**src/rtl/exc_pkg.sv**
```systemverilog
package exc_pkg;
  localparam int SW_EE  = 0;  // recognition enable bit
  localparam int SW_SUP = 1;  // supervisor mode bit
endpackage

```
**src/rtl/exc_prio_arb.sv**
```systemverilog
module exc_prio_arb #(
  parameter int N    = 8,
  parameter int IDXW = (N > 1) ? $clog2(N) : 1
) (
  input  logic [N-1:0]    vec_i,
  output logic            any_o,
  output logic [N-1:0]    onehot_o,
  output logic [IDXW-1:0] idx_o
);
  logic [N-1:0] seen;

  assign seen[0] = 1'b0;
  genvar g;
  generate
    for (g = 0; g < N - 1; g++) begin : g_chain
      assign seen[g+1] = seen[g] | vec_i[g];
    end
    for (g = 0; g < N; g++) begin : g_grant
      assign onehot_o[g] = vec_i[g] & ~seen[g];
    end
  endgenerate

  assign any_o = |vec_i;

  always_comb begin
    idx_o = '0;
    for (int i = 0; i < N; i++) begin
      if (onehot_o[i]) idx_o = idx_o | IDXW'(i);
    end
  end
endmodule

```
**src/rtl/exc_pending.sv**
```systemverilog
module exc_pending #(
  parameter int N = 8
) (
  input  logic         clk,
  input  logic         rst,
  input  logic [N-1:0] set_i,
  input  logic [N-1:0] clr_i,
  output logic [N-1:0] pend_o
);
  always_ff @(posedge clk) begin
    if (rst) pend_o <= '0;
    else     pend_o <= (pend_o | set_i) & ~clr_i;
  end
endmodule

```
**src/rtl/exc_shadow.sv**
```systemverilog
module exc_shadow #(
  parameter int XLEN = 32,
  parameter int SW_W = 8,
  parameter int IDXW = 3
) (
  input  logic            clk,
  input  logic            rst,
  input  logic            cap_i,
  input  logic            addr_cap_i,
  input  logic [XLEN-1:0] pc_i,
  input  logic [SW_W-1:0] sw_i,
  input  logic [XLEN-1:0] faddr_i,
  input  logic [IDXW-1:0] idx_i,
  output logic [XLEN-1:0] epc_o,
  output logic [SW_W-1:0] esw_o,
  output logic [XLEN-1:0] bad_o,
  output logic [IDXW-1:0] cause_o
);
  always_ff @(posedge clk) begin
    if (rst) begin
      epc_o   <= '0;
      esw_o   <= '0;
      cause_o <= '0;
    end else if (cap_i) begin
      epc_o   <= pc_i;
      esw_o   <= sw_i;
      cause_o <= idx_i;
    end
  end

  always_ff @(posedge clk) begin
    if (rst)             bad_o <= '0;
    else if (addr_cap_i) bad_o <= faddr_i;
  end
endmodule

```
**src/rtl/exc_vector.sv**
```systemverilog
module exc_vector #(
  parameter int XLEN        = 32,
  parameter int IDXW        = 3,
  parameter int STRIDE_LOG2 = 4
) (
  input  logic [XLEN-1:0] base_i,
  input  logic [IDXW-1:0] idx_i,
  output logic [XLEN-1:0] target_o
);
  assign target_o = base_i + (XLEN'(idx_i) << STRIDE_LOG2);
endmodule

```
**src/rtl/exc_entry_ctrl.sv**
```systemverilog
module exc_entry_ctrl #(
  parameter int               NUM_REQ     = 8,
  parameter int               XLEN        = 32,
  parameter int               SW_W        = 8,
  parameter int               STRIDE_LOG2 = 4,
  parameter logic [NUM_REQ-1:0] ADDR_FAULT_MASK = 8'b0000_0110,
  parameter logic [SW_W-1:0]  SW_RESET    = 8'h02,
  localparam int              IDXW        = (NUM_REQ > 1) ? $clog2(NUM_REQ) : 1
) (
  input  logic               clk,
  input  logic               rst,
  input  logic [NUM_REQ-1:0] req_i,
  input  logic [XLEN-1:0]    pc_i,
  input  logic [XLEN-1:0]    fault_addr_i,
  input  logic [XLEN-1:0]    vec_base_i,
  input  logic               rfe_i,
  input  logic               sw_we_i,
  input  logic [SW_W-1:0]    sw_wdata_i,
  output logic [SW_W-1:0]    status_o,
  output logic               pc_load_o,
  output logic [XLEN-1:0]    pc_target_o,
  output logic               flush_o,
  output logic [IDXW-1:0]    cause_o,
  output logic [XLEN-1:0]    epc_o,
  output logic [SW_W-1:0]    esw_o,
  output logic [XLEN-1:0]    bad_addr_o
);
  import exc_pkg::*;

  logic [NUM_REQ-1:0] pend_q;
  logic [NUM_REQ-1:0] pend_all_w;
  logic [NUM_REQ-1:0] grant_w;
  logic [NUM_REQ-1:0] clr_w;
  logic [IDXW-1:0]    win_idx_w;
  logic               any_w;
  logic               take_w;
  logic               rfe_go_w;
  logic               addr_cap_w;
  logic [XLEN-1:0]    vec_w;
  logic [SW_W-1:0]    entry_sw_w;

  // Requests seen this cycle compete together with the latched ones.
  assign pend_all_w = pend_q | req_i;

  exc_prio_arb #(.N(NUM_REQ), .IDXW(IDXW)) u_arb (
    .vec_i    (pend_all_w),
    .any_o    (any_w),
    .onehot_o (grant_w),
    .idx_o    (win_idx_w)
  );

  assign take_w     = any_w & status_o[SW_EE];
  assign clr_w      = take_w ? grant_w : '0;
  assign addr_cap_w = take_w & (|(grant_w & ADDR_FAULT_MASK));
  assign rfe_go_w   = rfe_i & ~take_w;

  exc_pending #(.N(NUM_REQ)) u_pend (
    .clk    (clk),
    .rst    (rst),
    .set_i  (req_i),
    .clr_i  (clr_w),
    .pend_o (pend_q)
  );

  exc_shadow #(.XLEN(XLEN), .SW_W(SW_W), .IDXW(IDXW)) u_shadow (
    .clk        (clk),
    .rst        (rst),
    .cap_i      (take_w),
    .addr_cap_i (addr_cap_w),
    .pc_i       (pc_i),
    .sw_i       (status_o),
    .faddr_i    (fault_addr_i),
    .idx_i      (win_idx_w),
    .epc_o      (epc_o),
    .esw_o      (esw_o),
    .bad_o      (bad_addr_o),
    .cause_o    (cause_o)
  );

  exc_vector #(.XLEN(XLEN), .IDXW(IDXW), .STRIDE_LOG2(STRIDE_LOG2)) u_vec (
    .base_i   (vec_base_i),
    .idx_i    (win_idx_w),
    .target_o (vec_w)
  );

  always_comb begin
    entry_sw_w         = status_o;
    entry_sw_w[SW_SUP] = 1'b1;
    entry_sw_w[SW_EE]  = 1'b0;
  end

  always_ff @(posedge clk) begin
    if (rst) begin
      status_o    <= SW_RESET;
      pc_load_o   <= 1'b0;
      flush_o     <= 1'b0;
      pc_target_o <= '0;
    end else begin
      pc_load_o <= take_w | rfe_go_w;
      flush_o   <= take_w | rfe_go_w;
      if (take_w) begin
        status_o    <= entry_sw_w;
        pc_target_o <= vec_w;
      end else if (rfe_go_w) begin
        status_o    <= esw_o;
        pc_target_o <= epc_o;
      end else if (sw_we_i) begin
        status_o    <= sw_wdata_i;
      end
    end
  end
endmodule

```
**config.mk**
```make
export PLATFORM = sky130hd
export DESIGN_NAME = exc_entry_ctrl
export DESIGN_NICKNAME = d
export VERILOG_FILES = /design/src/rtl/exc_pkg.sv /design/src/rtl/exc_prio_arb.sv /design/src/rtl/exc_pending.sv /design/src/rtl/exc_shadow.sv /design/src/rtl/exc_vector.sv /design/src/rtl/exc_entry_ctrl.sv
export SDC_FILE = /design/constraint.sdc
export NUM_CORES = 1
export LEC_CHECK = 0
export CAP_MARGIN = 10
export CELL_PAD_IN_SITES_DETAIL_PLACEMENT = 1
export CELL_PAD_IN_SITES_GLOBAL_PLACEMENT = 1
export CORE_MARGIN = 2
export CORE_UTILIZATION = 30
export CTS_CLUSTER_SIZE = 30
export DETAILED_ROUTE_END_ITERATION = 10
export GPL_ROUTABILITY_DRIVEN = 0
export PLACE_DENSITY = 0.8
export REMOVE_ABC_BUFFERS = 1
export SLEW_MARGIN = 5
export SYNTH_ARGS = -nofsm -noshare
export SYNTH_HDL_FRONTEND = slang
export SYNTH_SLANG_ARGS = --single-unit
```
**constraint.sdc**
```tcl
create_clock -name clk -period 2.9 [get_ports clk]
set_input_delay 0.435 -clock clk [delete_from_list [all_inputs] [get_ports clk]]
set_output_delay 0.435 -clock clk [all_outputs]
set_load 0.03 [all_outputs]
```
==> flow_summary.json, run 1 <==
{
  "run_status": "complete, no violations",
  "design.portCount": 233,
  "detailedPlacementHpwl_um": 14100,
  "max_clock_freq_mhz": 351.4,
  "tritoncts_num_sinks": 124,
  "final_antenna_net_count": 0,
  "r2r-start": "u_pend.pend_o[0]",
  "setup_total_negative_slack_ns": 0,
  "p_switching_w": 0.001269,
  "hold_class": "in2reg",
  "cell_with_the_biggest_individual_delay_on_the_critical_path": "sky130_fd_sc_hd__clkdlybuf4s50_1",
  "num_rows": 49,
  "fin_crit_sh": 0.9812,
  "worst-path-max-fanout": 3,
  "routedWlPerCell_um": 17.16,
  "clock_latency_ns": 0.41,
  "ys.flop_type": "sky130_fd_sc_hd__dfxtp_1",
  "postSynthCellCount": 656,
  "maxSlewHeadroom": 0.3148,
  "chipHeight_um": 139.2,
  "cts_tree": "built",
  "ys_ff_latch": 124,
  "mostFrequentLayoutCell": "sky130_fd_sc_hd__clkdlybuf4s50_1",
  "coreArea_um2": 17960,
  "fin_crit_ns": 2.845,
  "synth-async-reset-ratio": 0,
  "number_of_antenna_violations_at_the_first_check_in_global_routing": 0,
  "cts_root_buffer": "sky130_fd_sc_hd__clkbuf_16",
  "fp.dieArea_um2": 19380,
  "most-common-layout-cells": "230 x sky130_fd_sc_hd__clkdlybuf4s50_1, 163 x sky130_fd_sc_hd__nand2_1, 124 x sky130_fd_sc_hd__dfxtp_1, 77 x sky130_fd_sc_hd__a21oi_1, 43 x sky130_fd_sc_hd__nor2_1",
  "dr.first_iter.drc_count": 206,
  "timing.critical_path.slowest_cell_delay_ns": 0.44,
  "number_of_cts_inserted_buffers": 17,
  "power_per_cell_area_nw_per_um2": 557.1,
  "final.setup_skew_ns": 0.01153,
  "synth.lib_cells_used.distinct": 42,
  "report.final.hold_viol_count": 0,
  "start_util": 0.3054,
  "cp.arrival_ns": 3.18,
  "cts_max_path_buffers": 2,
  "worstSetupPathType": "in2reg",
  "swShare": 0.2515,
  "critical_path.most_common_cell": "sky130_fd_sc_hd__buf_4",
  "power.ir.vdd_worst_mv": 0.4048,
  "worst_setup_path_end_kind": "register",
  "grt_overflow": 0,
  "n_fill_cell": 2073,
  "worst-slew-pin-transition_ns": 1.028,
  "syn_avg_cell_area_um2": 8.362,
  "yosysWarningCount": 0,
  "reg2regPathDepth": 10,
  "power.combinational.fraction": 0.148,
  "overall_die_width_um": 139.2,
  "internal_power_w": 0.003778,
  "grt_util_all_layers": 0.2038,
  "finish.net_count": 1024,
  "timing_max_transition_violations_final": 0,
  "p_leak_nw": 3.172,
  "area_delta_synth_final_pct": 65.17,
  "seq_area_um2": 2482,
  "grt_pass1_wl_um": 31710,
  "critical_path_buf_inv_count": 3,
  "critical_path.cell_chain": "clkdlybuf4s50_1, buf_4, o31ai_1, nand2_1, a31oi_2, ha_2, fa_2, a21o_1, nor4b_2, buf_4, nand3_1, xor2_1, a211oi_2",
  "required_ns": 3.23,
  "rr_endpoint": "pc_target_o[15]",
  "r2r_setup_slack_ns": 0.26,
  "setup.worst_path.end": "pc_target_o[18]",
  "fin_total_pwr_w": 0.005047,
  "worst-path-stages": 13,
  "grt_setup_unrepaired": "yes",
  "via_cell_ratio": 4.951,
  "multi_input_comb_area_um2": 2890,
  "wirelength_um": 19670,
  "drtPass1Iterations": 5,
  "remaining_drc_errors": 0,
  "power_share_of_the_sequential_group": 0.359,
  "cp_launch_point": "req_i[6]",
  "syn_area_um2": 5485,
  "synth_edf_count": 0,
  "cts.clk_slew.worst_paths_ns": 0.06,
  "final_util": 0.5044,
  "timing.critical_path.max_delay_family": "compound AO/OA/AOI/OAI gates",
  "htree_levels": 4,
  "share_clk_of_total_power": 0.493,
  "worstSetupStartpointType": "input pin",
  "port_buffers": 232,
  "dr_total_vias": 5674,
  "number_of_global_route_vias_before_repair": 5972,
  "antenna_cells": 0,
  "layout-drive-gt1-share": 0.1418,
  "report.final.setup_viol": 0,
  "number_of_violations_of_the_max_capacitance_limit": 0,
  "sequential_share_of_the_synthesized_area": 0.4526,
  "pin_count_of_the_biggest_net_entering_global_routing": 50
}
==> cells in the mapped netlist (2+ instances only) <==
cell                       number  area share
sky130_fd_sc_hd__a211oi_2      27       0.062
sky130_fd_sc_hd__a211oi_1      33       0.045
sky130_fd_sc_hd__or4_1          4      0.0055
sky130_fd_sc_hd__ha_1           3      0.0068
sky130_fd_sc_hd__o21ai_0        6      0.0055
sky130_fd_sc_hd__xor2_1         7       0.011
sky130_fd_sc_hd__and3_1         2      0.0023
sky130_fd_sc_hd__a21oi_1       79       0.072
sky130_fd_sc_hd__buf_4          3      0.0041
sky130_fd_sc_hd__nor4_1         6      0.0068
sky130_fd_sc_hd__and4_1         2      0.0032
sky130_fd_sc_hd__mux2i_1       17       0.031
sky130_fd_sc_hd__buf_2          7      0.0064
sky130_fd_sc_hd__xnor2_1       19       0.030
sky130_fd_sc_hd__buf_6          3      0.0062
sky130_fd_sc_hd__nor2b_1       17       0.019
sky130_fd_sc_hd__nor2_1        43       0.029
sky130_fd_sc_hd__nand4_1        6      0.0068
sky130_fd_sc_hd__dfxtp_1      124        0.45
sky130_fd_sc_hd__o31ai_1        2      0.0027
sky130_fd_sc_hd__a21o_1         3      0.0041
sky130_fd_sc_hd__buf_1          3      0.0021
sky130_fd_sc_hd__nand2_1      163        0.11
sky130_fd_sc_hd__nor3_1        14       0.013
sky130_fd_sc_hd__clkbuf_1      32       0.022
sky130_fd_sc_hd__nand3_1       12       0.011
sky130_fd_sc_hd__inv_1          4      0.0027
==> area by class of cell <==
cell class | count | area share
well taps | 229 | 0.03163
inverters | 5 | 0.002072
clock inverters | 13 | 0.02610
clock buffers | 19 | 0.04889
multi-input cells | 479 | 0.3190
flip-flops and latches | 124 | 0.2740
repair buffers | 277 | 0.2983
==> power by group through the flow <==
stage               combinational [W]  clock (W)  sequential, W
finish                       0.000747    0.00249        0.00181
floorplan                    0.000189          0        0.00195
detailed placement           0.000737          0        0.00185
global route                 0.000801    0.00262        0.00182
global placement             0.000728          0        0.00185
CTS                          0.000746    0.00254        0.00181
==> metrics by stage <==
step                hold WS [ns]  setup slack, ns  cells  instance area [µm²]
global placement          0.4408          -0.3701   1112                 8250
CTS                       0.4226         0.001031   1144                 8955
floorplan                 0.4996           -1.323    608                 5263
detailed placement        0.4481          -0.5034   1112                 8250
finish                    0.4338          0.05456   1146                 9060
global route              0.4361         -0.03673   1146                 9060
==> state kept, by name (all words and copies together) (netlist names) <==
| signal | flops |
|---|---|
| u_shadow.epc_o | 32 |
| u_shadow.cause_o | 3 |
| status_o | 8 |
| flush_o | 1 |
| u_shadow.esw_o | 8 |
| u_pend.pend_o | 8 |
| pc_target_o | 32 |
| u_shadow.bad_o | 32 |
==> per-layer routing <==
metal  up-vias  wire (µm)  global-route usage
met5         -          0                   0
met4         0        303             0.07124
met3        23       1545             0.06813
met2       196       9466              0.3408
met1      2687       8355              0.2453
li1       2768          -                   -
==> worst min-delay path by stage <==
| stage | start | end | slack [ns] | depth (start not counted) |
|---|---|---|---|---|
| floorplan | rst | pc_target_o[14] | 0.50 | 1 |
| global placement | u_shadow.bad_o[27] | u_shadow.bad_o[27] | 0.44 | 2 |
| detailed placement | u_shadow.bad_o[26] | u_shadow.bad_o[26] | 0.45 | 2 |
| CTS | rst | u_shadow.esw_o[0] | 0.42 | 2 |
| global route | rst | u_shadow.esw_o[0] | 0.44 | 2 |
| finish | rst | u_shadow.bad_o[7] | 0.43 | 2 |
==> cells by family after synthesis <==
family                     after synthesis  share of synthesized area
muxes                                   17                    0.03102
adders and majority gates                4                    0.01049
xor gates and xnor gates                26                    0.04151
and+or+nand+nor                        275                     0.2178
buffers and inverters                   53                    0.04402
DFF                                    124                     0.4526
AOI/OAI and AO/OA                      157                     0.2026
==> worst reg2reg max path, delay by kind of cell (launching register included) <==
| family | cells | cell delay, ns |
|---|---|---|
| simple gates | 3 | 0.86 |
| compound gates | 3 | 0.68 |
| buf+inv | 2 | 0.33 |
| flops | 1 | 0.31 |
| fa+ha+maj | 1 | 0.22 |
| xor+xnor | 1 | 0.14 |
==> repair_timing <==
action,CTS,global route
hold buffers,0,0
hold endpoints to repair,0,0
endpoints found under the setup margin,5,21
gates resized for setup,5,18
pin swaps,1,9
buffers inserted,0,2
No activity file was read; power rests on OpenSTA's default activity.
==> run 2, diff against run 1 <==
--- a/config.mk
+++ b/config.mk
@@ -5,7 +5,6 @@
 export SDC_FILE = /design/constraint.sdc
 export NUM_CORES = 1
 export LEC_CHECK = 0
-export CAP_MARGIN = 10
 export CELL_PAD_IN_SITES_DETAIL_PLACEMENT = 1
 export CELL_PAD_IN_SITES_GLOBAL_PLACEMENT = 1
 export CORE_MARGIN = 2
@@ -13,6 +12,7 @@
 export CTS_CLUSTER_SIZE = 30
 export DETAILED_ROUTE_END_ITERATION = 10
 export GPL_ROUTABILITY_DRIVEN = 0
+export MAX_ROUTING_LAYER = met4
 export PLACE_DENSITY = 0.8
 export REMOVE_ABC_BUFFERS = 1
 export SLEW_MARGIN = 5
==> run 2 against run 1 <==
Register-to-register slack barely moved; non-clock buffer count is the same; critical endpoint unchanged; largest cell class unchanged; combinational power about the same; critical path type unchanged; critical path depth unchanged; sequential power barely moved; final cell count stayed put; maximum frequency rose by 0.23%.
==> flow_summary.json, run 2 (synthesis results as in run 1) <==
{
  "run_status": "complete, no violations",
  "clock_latency_ns": 0.42,
  "fp.dieArea_um2": 19380,
  "p_leak_nw": 3.172,
  "number_of_global_route_vias_before_repair": 5984,
  "htree_levels": 4,
  "multi_input_comb_area_um2": 2890,
  "cts_hold_repair.buffers": 0,
  "final.setup_skew_ns": 0.01500,
  "coreArea_um2": 17960,
  "worstSetupPathType": "in2reg",
  "mostFrequentLayoutCell": "sky130_fd_sc_hd__clkdlybuf4s50_1",
  "number_of_violations_of_the_max_capacitance_limit": 0,
  "drtPass1Iterations": 7,
  "wirelength_um": 19700,
  "power_per_cell_area_nw_per_um2": 556.9,
  "detailedPlacementHpwl_um": 14100,
  "grt_overflow": 0,
  "report.final.setup_viol": 0,
  "timing_max_transition_violations_final": 0,
  "number_of_antenna_violations_at_the_first_check_in_global_routing": 0,
  "fin_crit_ns": 2.839,
  "via_cell_ratio": 4.957,
  "tritoncts_num_sinks": 124,
  "start_util": 0.3054,
  "num_rows": 49,
  "cts_max_path_buffers": 2,
  "max_clock_freq_mhz": 352.3,
  "area_delta_synth_final_pct": 65.17,
  "cp.arrival_ns": 3.17,
  "fin_crit_sh": 0.9789,
  "remaining_drc_errors": 0,
  "hold_class": "in2reg",
  "report.final.hold_viol_count": 0,
  "design.portCount": 233,
  "routedWlPerCell_um": 17.19,
  "layout-drive-gt1-share": 0.1418,
  "grt_pass1_wl_um": 31600,
  "port_buffers": 232,
  "grt_setup_unrepaired": "yes",
  "r2r_setup_slack_ns": 0.25,
  "worstSetupStartpointType": "input pin",
  "power.ir.vdd_worst_mv": 0.4014,
  "cts_tree": "built",
  "grt_util_all_layers": 0.2099,
  "worst_setup_path_end_kind": "register",
  "antenna_cells": 0,
  "maxSlewHeadroom": 0.3140,
  "dr_total_vias": 5681,
  "largestRegisters": "pc_target_o (32), u_shadow.bad_o (32), u_shadow.epc_o (32)",
  "cts_root_buffer": "sky130_fd_sc_hd__clkbuf_16",
  "chipHeight_um": 139.2,
  "number_of_cts_inserted_buffers": 17,
  "dp_cells": 1112,
  "cts.clk_slew.worst_paths_ns": 0.06,
  "required_ns": 3.23,
  "worst-path-max-fanout": 3,
  "pin_count_of_the_biggest_net_entering_global_routing": 50,
  "final_antenna_net_count": 0,
  "final_std_cells_w_o_fill": 1146,
  "final.hold.worst_slack_ns": 0.4298,
  "most-common-layout-cells": "230 x sky130_fd_sc_hd__clkdlybuf4s50_1, 163 x sky130_fd_sc_hd__nand2_1, 124 x sky130_fd_sc_hd__dfxtp_1, 77 x sky130_fd_sc_hd__a21oi_1, 43 x sky130_fd_sc_hd__nor2_1",
  "finish.net_count": 1024,
  "worst-slew-pin-transition_ns": 1.029,
  "n_fill_cell": 2073,
  "overall_die_width_um": 139.2,
  "dr.first_iter.drc_count": 240,
  "seq_area_um2": 2482
}
==> run 2: cell counts in the layout (fill, tap and decap cells not counted) <==
Identical to the previous run, type by type.
==> run 2: where the power goes <==
| group | internal (W) | switching, W | leakage (nW) |
|---|---|---|---|
| registers | 0.00177 | 0.0000448 | 1.01 |
| clock network | 0.00165 | 0.000840 | 0.329 |
| logic | 0.000363 | 0.000384 | 1.84 |
==> run 2: worst max-delay path: stages <==
cell,delay [ns]
sky130_fd_sc_hd__clkdlybuf4s50_1,0.44
sky130_fd_sc_hd__buf_4,0.15
sky130_fd_sc_hd__o31ai_1,0.22
sky130_fd_sc_hd__nand2_1,0.13
sky130_fd_sc_hd__a31oi_2,0.26
sky130_fd_sc_hd__ha_2,0.25
sky130_fd_sc_hd__fa_2,0.21
sky130_fd_sc_hd__a21o_1,0.19
sky130_fd_sc_hd__nor4b_2,0.22
sky130_fd_sc_hd__buf_4,0.16
sky130_fd_sc_hd__nand3_1,0.09
sky130_fd_sc_hd__xor2_1,0.17
sky130_fd_sc_hd__a211oi_2,0.23
==> run 2: final cells by class <==
type	instances	area share
clock buffers	19	0.04889
multi-input cells	479	0.3190
repair buffers	277	0.2983
clock inverters	13	0.02610
flip-flops and latches	124	0.2740
well taps	229	0.03163
inverters	5	0.002072
==> run 2: routing by layer <==
| metal | track usage | part of all wire | vias up |
|---|---|---|---|
| li1 | - | - | 2766 |
| met1 | 0.2496 | 0.43 | 2697 |
| met2 | 0.3413 | 0.48 | 199 |
| met3 | 0.06676 | 0.077 | 19 |
| met4 | 0.06167 | 0.014 | 0 |
| met5 | - | 0 | - |
==> run 2: timing repair <==
action	4_1_cts	5_1_grt
setup endpoints to repair	5	21
resized for setup	5	18
setup buffers	0	2
pin swaps	1	8
==> run 2: worst paths after layout <==
check / startpoint / end / depth (start not counted)
setup / recovery: req_i[6] / pc_target_o[18] / 13
hold reg to reg: u_shadow.bad_o[12] / u_shadow.bad_o[12] / 2
setup reg to reg: u_pend.pend_o[2] / pc_target_o[29] / 11
hold / removal: rst / u_shadow.bad_o[7] / 2
==> run 2: per-stage QoR <==
step / instance area (µm²) / worst slack [ns] / util / setup TNS [ns] / total power [W]
floorplan: 5263 / -1.323 / - / -81.07 / 0.002142
global placement: 8250 / -0.3701 / 0.4593 / -6.823 / 0.002575
detailed placement: 8250 / -0.5034 / 0.4593 / -9.264 / 0.002587
CTS: 8955 / 0.001031 / 0.4985 / 0 / 0.005095
global route: 9060 / -0.03420 / 0.5044 / -0.1046 / 0.005246
finish: 9060 / 0.06113 / 0.5044 / 0 / 0.005046
==> run 3, diff against run 2 <==
--- a/config.mk
+++ b/config.mk
@@ -5,10 +5,11 @@
 export SDC_FILE = /design/constraint.sdc
 export NUM_CORES = 1
 export LEC_CHECK = 0
+export ABC_AREA = 1
 export CELL_PAD_IN_SITES_DETAIL_PLACEMENT = 1
 export CELL_PAD_IN_SITES_GLOBAL_PLACEMENT = 1
 export CORE_MARGIN = 2
-export CORE_UTILIZATION = 30
+export CORE_UTILIZATION = 29
 export CTS_CLUSTER_SIZE = 30
 export DETAILED_ROUTE_END_ITERATION = 10
 export GPL_ROUTABILITY_DRIVEN = 0
==> run 3 against run 2 <==
Maximum frequency up 4.7%; largest cell class unchanged; clock skew down 0.0064 ns; combinational power up 35%; setup slack better by 0.13 ns; clock-buffer cell count down 2; critical path depth up 6; clock power down 4%; sequential power up 3%.
==> flow_summary.json, run 3 <==
{
  "run_status": "complete, no violations",
  "stdcell_area_um2": 9076,
  "dr.first_iter.drc_count": 247,
  "cts.clk_slew.worst_paths_ns": 0.06,
  "seq_area_um2": 2482,
  "cts_tree": "built",
  "fp.dieArea_um2": 20510,
  "number_of_antenna_violations_at_the_first_check_in_global_routing": 0,
  "number_of_cts_inserted_buffers": 17,
  "sequential_share_of_the_synthesized_area": 0.4416,
  "area_delta_synth_final_pct": 61.45,
  "yosysTopAreaCellShare": 0.4416,
  "maxSlewHeadroom": 0.3314,
  "chipHeight_um": 143.2,
  "clock_latency_ns": 0.42,
  "required_ns": 3.26,
  "fin_crit_sh": 0.9350,
  "synth.lib_cells_used.distinct": 31,
  "layout-drive-gt1-share": 0.09341,
  "grt_overflow": 0,
  "remaining_drc_errors": 0,
  "wirelength_um": 21580,
  "setup_total_negative_slack_ns": 0,
  "yosysWarningCount": 0,
  "grt_util_all_layers": 0.2146,
  "ys.flop_type": "sky130_fd_sc_hd__dfxtp_1",
  "reg2regPathDepth": 18,
  "worstSetupPathType": "in2reg",
  "hold_path_depth": 2,
  "final_util": 0.4804,
  "overall_die_width_um": 143.2,
  "power_per_cell_area_nw_per_um2": 579.9,
  "synth-async-reset-ratio": 0,
  "worst-path-max-fanout": 3,
  "final.setup_skew_ns": 0.008551,
  "critical_path.cell_chain": "clkdlybuf4s50_1, nor2_2, nand2_2, nor2_4, nand3_1, nor2_2, o21ai_0, nand3_1, ha_2, fa_2, nand2_1, nand2_2, nand2_1, nor3_2, buf_4, nand3_1, nand2_1, a21oi_2, nor2_1",
  "worstSetupStartpointType": "input pin",
  "htree_levels": 4,
  "detailedPlacementHpwl_um": 15730,
  "synth_edf_count": 0,
  "mostFrequentLayoutCell": "sky130_fd_sc_hd__nand2_1",
  "cts_root_buffer": "sky130_fd_sc_hd__clkbuf_16",
  "port_buffers": 232,
  "coreArea_um2": 18890,
  "report.final.hold_viol_count": 0,
  "number_of_global_route_vias_before_repair": 6580,
  "ys_ff_latch": 124,
  "drtPass1Iterations": 4,
  "synth_most_common_cell": "sky130_fd_sc_hd__nand2_1",
  "via_cell_ratio": 4.659,
  "post-synth-top-area-cell": "sky130_fd_sc_hd__dfxtp_1",
  "postSynthCellCount": 824,
  "ys_top_cells_by_count": "244 x sky130_fd_sc_hd__nand2_1, 124 x sky130_fd_sc_hd__dfxtp_1, 90 x sky130_fd_sc_hd__nor2_1",
  "start_util": 0.2975,
  "worst-slew-pin-transition_ns": 1.001,
  "n_fill_cell": 2386,
  "fin_crit_ns": 2.711,
  "p_leak_nw": 3.692,
  "multi_input_comb_area_um2": 2676,
  "dr_total_vias": 6299,
  "tritoncts_num_sinks": 124,
  "cts_hold_repair.buffers": 0,
  "cell_with_the_biggest_individual_delay_on_the_critical_path": "sky130_fd_sc_hd__clkdlybuf4s50_1",
  "cp.arrival_ns": 3.07,
  "most-common-layout-cells": "242 x sky130_fd_sc_hd__nand2_1, 231 x sky130_fd_sc_hd__clkdlybuf4s50_1, 124 x sky130_fd_sc_hd__dfxtp_1, 84 x sky130_fd_sc_hd__nor2_1, 79 x sky130_fd_sc_hd__inv_1",
  "max_clock_freq_mhz": 368.8,
  "dpl-instance-area_um2": 8348,
  "timing_max_transition_violations_final": 0,
  "largestRegisters": "pc_target_o (32), u_shadow.bad_o (32), u_shadow.epc_o (32)",
  "power.ir.vdd_worst_mv": 0.3689,
  "num_rows": 50,
  "report.final.setup_viol": 0,
  "syn_area_um2": 5622,
  "grt_pass1_wl_um": 33440,
  "timing.critical_path.slowest_cell_delay_ns": 0.44,
  "routedWlPerCell_um": 15.96,
  "final_antenna_net_count": 0,
  "syn_avg_cell_area_um2": 6.822,
  "antenna_cells": 0,
  "cts_max_path_buffers": 2,
  "hold_class": "in2reg",
  "design.portCount": 233,
  "worst_setup_path_end_kind": "register",
  "number_of_violations_of_the_max_capacitance_limit": 0,
  "netlist_top_cells_area": "sky130_fd_sc_hd__dfxtp_1 44%, sky130_fd_sc_hd__nand2_1 16%, sky130_fd_sc_hd__nand3_1 6.1%, sky130_fd_sc_hd__nor2_1 6.0%, sky130_fd_sc_hd__o21ai_0 5.9%",
  "pin_count_of_the_biggest_net_entering_global_routing": 39,
  "finish.net_count": 1199
}
==> run 3: cell count changes after synthesis, sizes merged, moves of 30 or more <==
| cell | previous run | this run |
|---|---|---|
| nand3 | 12 | 68 |
| a21oi | 79 | 49 |
| nand2 | 163 | 248 |
| inv | 4 | 80 |
| nor2 | 44 | 93 |
| o21ai | 6 | 79 |
| a211oi | 60 | 3 |
==> run 3: layout make-up <==
class,instances,area share
flip-flops and latches,124,0.2735
clock buffers,17,0.04687
well taps,260,0.03584
inverters,83,0.03433
repair buffers,274,0.2900
clock inverters,15,0.02454
multi-input cells,579,0.2949
==> run 3: repair_timing <==
item | in CTS | in global routing
gates resized for setup | 0 | 16
setup endpoints to repair | 0 | 22
setup buffers | 0 | 4
==> run 3: worst paths after layout <==
| kind | slack, ns | start | end |
|---|---|---|---|
| max reg2reg | 0.32 | u_pend.pend_o[0] | pc_target_o[28] |
| min | 0.35 | rst | pc_target_o[28] |
| max | 0.19 | req_i[0] | pc_target_o[28] |
| min reg2reg | 0.46 | u_shadow.cause_o[0] | u_shadow.cause_o[0] |
==> run 3: critical path: cells and delay by family <==
kind / cells / cell delay (ns)
AO/OA/AOI/OAI: 2 / 0.15
AND/OR/NAND/NOR: 13 / 1.47
buffers and inverters: 2 / 0.60
adder cells (fa/ha/maj): 2 / 0.41
==> run 3: power by group <==
part           total, W  internal (W)  switching, W
combinational   0.00101      0.000436      0.000577
sequential      0.00187       0.00181     0.0000631
clock           0.00238       0.00147      0.000902
==> run 3: layer usage <==
layer	vias up	GRT usage	routed length, µm
li1	3144	-	-
met1	2951	0.2528	9514
met2	176	0.3541	10250
met3	28	0.06304	1384
met4	0	0.06656	429
met5	-	-	0
==> run 3: cell families after synthesis <==
family,after synthesis,share of synthesized area
buffers and inverters,121,0.09259
XOR/XNOR,5,0.007791
AND/OR/NAND/NOR,429,0.3140
adder cells (fa/ha/maj),4,0.01024
AO/OA/AOI/OAI,141,0.1338
flip-flops,124,0.4416
==> run 3: stage by stage <==
step                total power (W)  hold WS [ns]  instances  setup WS (ns)
floorplan                  0.002368        0.4619        786        -0.3158
global placement           0.002899        0.4448       1316        -0.2176
detailed placement         0.002915        0.4504       1316        -0.3618
CTS                        0.005314        0.3337       1348        0.08143
global route               0.005476        0.3363       1352       -0.05406
finish                     0.005264        0.3475       1352         0.1886
